File: src/rtl/irq_cause_reg.sv
module irq_cause_reg #(
  parameter int ADDR_W = 4,
  parameter logic [ADDR_W-1:0] A_CAUSE = ADDR_W'(0),
  parameter logic [ADDR_W-1:0] A_MSET  = ADDR_W'(1),
  parameter logic [ADDR_W-1:0] A_MCLR  = ADDR_W'(2),
  parameter logic [ADDR_W-1:0] A_AUTO  = ADDR_W'(3)
) (
  input  logic              clk,
  input  logic              rst_n,
  input  logic [9:0]        evt,
  input  logic              rd_en,
  input  logic              wr_en,
  input  logic [ADDR_W-1:0] addr,
  input  logic [31:0]       wdata,
  output logic [31:0]       rdata,
  output logic              irq,
  output logic              timer_clr
);
  localparam logic [31:0] SRC_M  = 32'h01F6_0000;
  localparam logic [31:0] AUTO_M = SRC_M | 32'h1;

  logic [31:0] cause_q, mask_q, auto_q, rdata_q;
  logic        pend_q;
  logic [31:0] cause_n, mask_n, ev_set, w1c, mset, mclr, am_clr, rd_val;
  logic        pend_n, other, cause_rd, rd_clr;

  assign other  = |{evt[9:6], evt[1:0]};
  assign ev_set = {7'b0, other, evt[5:2], 1'b0, evt[1:0], 17'b0};

  assign cause_rd = rd_en && (addr == A_CAUSE);
  assign rd_clr   = cause_rd && ((mask_q == '0) || (pend_q && auto_q[0]));
  assign am_clr   = (cause_rd && pend_q && auto_q[0]) ? (auto_q & SRC_M) : '0;

  assign w1c  = (wr_en && addr == A_CAUSE) ? (wdata & SRC_M) : '0;
  assign mset = (wr_en && addr == A_MSET)  ? (wdata & SRC_M) : '0;
  assign mclr = (wr_en && addr == A_MCLR)  ? (wdata & SRC_M) : '0;

  assign cause_n = (cause_q & ~w1c & ~{32{rd_clr}}) | ev_set;
  assign mask_n  = (mask_q | mset) & ~mclr & ~am_clr;
  assign pend_n  = (|(cause_n & mask_n)) | (pend_q & (|cause_n));

  always_comb begin
    case (addr)
      A_CAUSE:        rd_val = cause_q | {pend_q, 31'b0};
      A_MSET, A_MCLR: rd_val = mask_q;
      A_AUTO:         rd_val = auto_q;
      default:        rd_val = '0;
    endcase
  end

  always_ff @(posedge clk or negedge rst_n) begin
    if (!rst_n) begin
      cause_q <= '0;
      mask_q  <= '0;
      auto_q  <= '0;
      pend_q  <= 1'b0;
      rdata_q <= '0;
    end else begin
      cause_q <= cause_n;
      mask_q  <= mask_n;
      pend_q  <= pend_n;
      if (wr_en && addr == A_AUTO) auto_q <= wdata & AUTO_M;
      if (rd_en) rdata_q <= rd_val;
    end
  end

  assign rdata     = rdata_q;
  assign irq       = |(cause_q & mask_q);
  assign timer_clr = |evt;
endmodule

File: config.mk
export PLATFORM = sky130hd
export DESIGN_NAME = irq_cause_reg
export DESIGN_NICKNAME = d
export VERILOG_FILES = /design/src/rtl/irq_cause_reg.sv
export SDC_FILE = /design/constraint.sdc
export NUM_CORES = 1
export LEC_CHECK = 0
export ABC_AREA = 1
export ABC_CLOCK_PERIOD_IN_PS = 4800
export CAP_MARGIN = 20
export CORE_ASPECT_RATIO = 1.25
export CORE_MARGIN = 4
export CORE_UTILIZATION = 53
export CTS_CLUSTER_SIZE = 12
export DETAILED_ROUTE_END_ITERATION = 16
export GPL_ROUTABILITY_DRIVEN = 0
export HOLD_SLACK_MARGIN = 0.08
export MAX_ROUTING_LAYER = met4
export PLACE_DENSITY = 0.93
export RECOVER_POWER = 50
export SYNTH_ARGS = -nofsm -noshare
export SYNTH_HDL_FRONTEND = slang
export SYNTH_SLANG_ARGS = --single-unit
File: constraint.sdc
create_clock -name clk -period 4.8 [get_ports clk]
set_input_delay 0.96 -clock clk [delete_from_list [all_inputs] [get_ports clk]]
set_output_delay 0.96 -clock clk [all_outputs]
set_load 0.02 [all_outputs]
==> run metrics <==
Starting Density 55.1%; initial antenna violation count 0; Post CTS Setup Buffer Count 0; deepest clock path buffer count 2; Worst-Skew Late Latency 0.34 ns; RSZ-0062 raised after global routing false; clock skew 0.00854 ns; n_diodes 0; top post-synthesis cells by count 81 x nand2_1, 80 x dfrtp_1, 61 x inv_1, 58 x nor2_1, 42 x o21ai_0; Worst Path Required 3.84 ns; DR WL/cell 14.4 um; finished layout cell area 4270 um^2; Initial DRC Count 202; crit path kind in2out; Syn Area/Cell 8.74 um^2; Psw 0.000487 W; Leak Pwr 2.12 nW; post-CTS sizing 0; Post-Synth Adder-Cell Area 0%; GRT Resource Usage Total 22.3%; number of buffers created by CTS 9; largest area contributor in the synthesized netlist dfrtp_1; Port Buf Inserts 59; Worst-Margin Slew 1.89 ns; Placed Cells incl. Taps 529; detailed-route DRC error count 0; Slew headroom -26.3%; Setup TNS Final 0 ns; CTS Hold Buffers Added 0; post-synthesis compound-gate area fraction 13.8%; Top-Level Pins 84; Die Height 98.1 um; Detailed Route WL 7.85 mm; EDFF count, synth 0; total power 0.00169 W; first-pass GRT wire length 13.2 mm; Die X 80.1 um; DR pass1 iterations 5; Slowest-stage cell, CP clkdlybuf4s50_1; Layout area overhead 23.9%; share of layout cells above drive strength 1 4.35%; CTS clock-pin slew for the worst setup and hold paths 0.07 ns; slowest stage delay, CP 0.54 ns; largest family of logic cells by synthesized area simple AND/OR/NAND/NOR gates; Core Box Area 6250 um^2; Clk pwr share 31.2%; vias after detailed routing 2,904; synthesis warning total 0; count leader, synth nand2_1; row cnt 32; FILL cells 470; Logic pwr share 17.5%; vias in the first global route 2,938; Tmin final 3.35 ns; fraction of registers with async set/reset 100%; TritonCTS sink count 80; internal power 0.00120 W; DR vias/cell 5.33; Post-Synth XOR/XNOR Area 0%; post-synth cell types 28; Simple-Gate Fraction of Synth Area 19.8%; final period utilization 69.9%; Die ar. 7860 um^2; Layout Cells excl Fill 545; CTS tree built; failing checks max-capacitance violations, max-slew violations; Post-Syn Instances 394; cell-by-cell trace of the critical path clkdlybuf4s50_1 > nor2_1 > nand2_1 > nor3_1 > nand2_1 > clkdlybuf4s50_1; Sw Ratio 28.9%; post-synthesis net count 444; max-cap violations 2; max-slew violations 121; Seq/Total Area, Yosys 58.1%; Antenna Nets Post-Route 0; mapped cell area 3440 um^2; Hold WC Path Type reg2reg; fin util 68.3%; fin nets 505; Synth area leaders dfrtp_1 58%, nand2_1 8.8%, inv_1 6.6%; pin count of the biggest net entering global routing 81; CP delay by family, top buffers and inverters; Synth top area share 58.1%; mux share of post-synthesis cell area 0.327%; clk root buf clkbuf_8; Setup crit end kind output pin; Peak VDD IR 0.000232 V; endpoints failing hold 0; hpwl dp 5.67 mm; count of final setup violators 0; Yosys reg bits 80; DP Area 4100 um^2; sequential power share 51.4%; Max Clk Rate 0.298 GHz; GRT overflow 0; outcome finished, violations left; crit-path max FO 2; Synth Flop Type dfrtp_1; Cell Pwr Density 395 nW/um^2; H-tree depth 3; CP Buf/Inv Count 2; type of origin of the critical path primary input; worst path arrival time 2.39 ns
[final timing paths]
path,startpoint,to,slack [ns],cells past startpoint
min,rdata[26],rdata[26],0.49,2
min reg2reg,rdata[26],rdata[26],0.49,2
max in group asynchronous,rst_n,rdata[12],2.55,1
min in group asynchronous,rst_n,auto_q[18],1.14,1
max reg2reg,mask_q[23],pend_q,2.71,12
max,evt[7],timer_clr,1.45,6
[placed cells by master (no fill, tap or decap), types with 2 or more instances in the layout]
| master | Yosys | final |
|---|---|---|
| a21oi_1 | 15 | 15 |
| clkbuf_1 | 7 | 3 |
| clkdlybuf4s50_1 | 0 | 56 |
| nand3_1 | 8 | 8 |
| clkbuf_8 | 0 | 9 |
| o41ai_1 | 5 | 5 |
| nand2_1 | 81 | 84 |
| nand2_4 | 4 | 2 |
| nor2_1 | 58 | 60 |
| dfrtp_1 | 80 | 80 |
| a21o_1 | 3 | 3 |
| o21ai_0 | 42 | 42 |
| o22ai_1 | 11 | 11 |
| nand4_1 | 3 | 3 |
| dlygate4sd3_1 | 0 | 2 |
| inv_1 | 61 | 61 |
| bufinv_16 | 0 | 2 |
[per-layer routing]
| layer | global-route usage (%) | vias to the layer above | part of all wire, % |
|---|---|---|---|
| met3 | 3.23 | 23 | 5.6 |
| met4 | 12.9 | 0 | 3.2 |
| li1 | - | 1376 | - |
| met5 | - | - | 0 |
| met1 | 26.1 | 1392 | 41 |
| met2 | 36.3 | 113 | 50 |
[cell type report]
cell class                      instances  area, um^2  area share, %
Timing Repair Buffer                   60         589           13.8
Sequential cell                        80        2000           46.9
Tap cell                               85         106           2.49
Clock buffer                           11         131           3.08
Multi-Input combinational cell        243        1130           26.5
Clock inverter                          5        81.3           1.91
Inverter                               61         229           5.36
[worst register-to-register path, cell delays in order (launching register included)]
cell and delay, ns:
dfrtp_1 0.42, nor2_1 0.14, nand2_1 0.11, o21ai_4 0.15, nand2_1 0.42, nand2_1 0.20
nand2_1 0.11, nor2_1 0.12, nand2_1 0.06, nor2_1 0.08, nand3_1 0.07, nand2_1 0.06
nand2_1 0.04
[registers in the layout (all words and copies together), names as in the netlist]
name	cells
mask_q	7
rdata	32
cause_q	32
auto_q	8
pend_q	1
[power groups by stage]
stage                     registers [W]  logic, W  clock network, W
after floorplan                0.000871  0.000175                 0
after global placement         0.000867  0.000284                 0
after detailed placement       0.000875  0.000298                 0
after CTS                      0.000864  0.000299          0.000538
after global routing           0.000879  0.000335          0.000558
final                          0.000866  0.000294          0.000526
[cells by family (layout without fill, tap and decap cells)]
logic type	after synthesis	after routing
flip-flops	80	80
AO/OA/AOI/OAI	82	82
buffers and inverters	71	137
AND/OR/NAND/NOR	160	160
multiplexers	1	1
[metrics by stage]
stage	worst slack, ns	hold WS, ns
after floorplan	2.41	0.453
after global placement	1.45	0.462
after detailed placement	1.45	0.472
after CTS	1.43	0.491
after global routing	1.15	0.515
final	1.45	0.487
(Power assumes the default switching activity.)
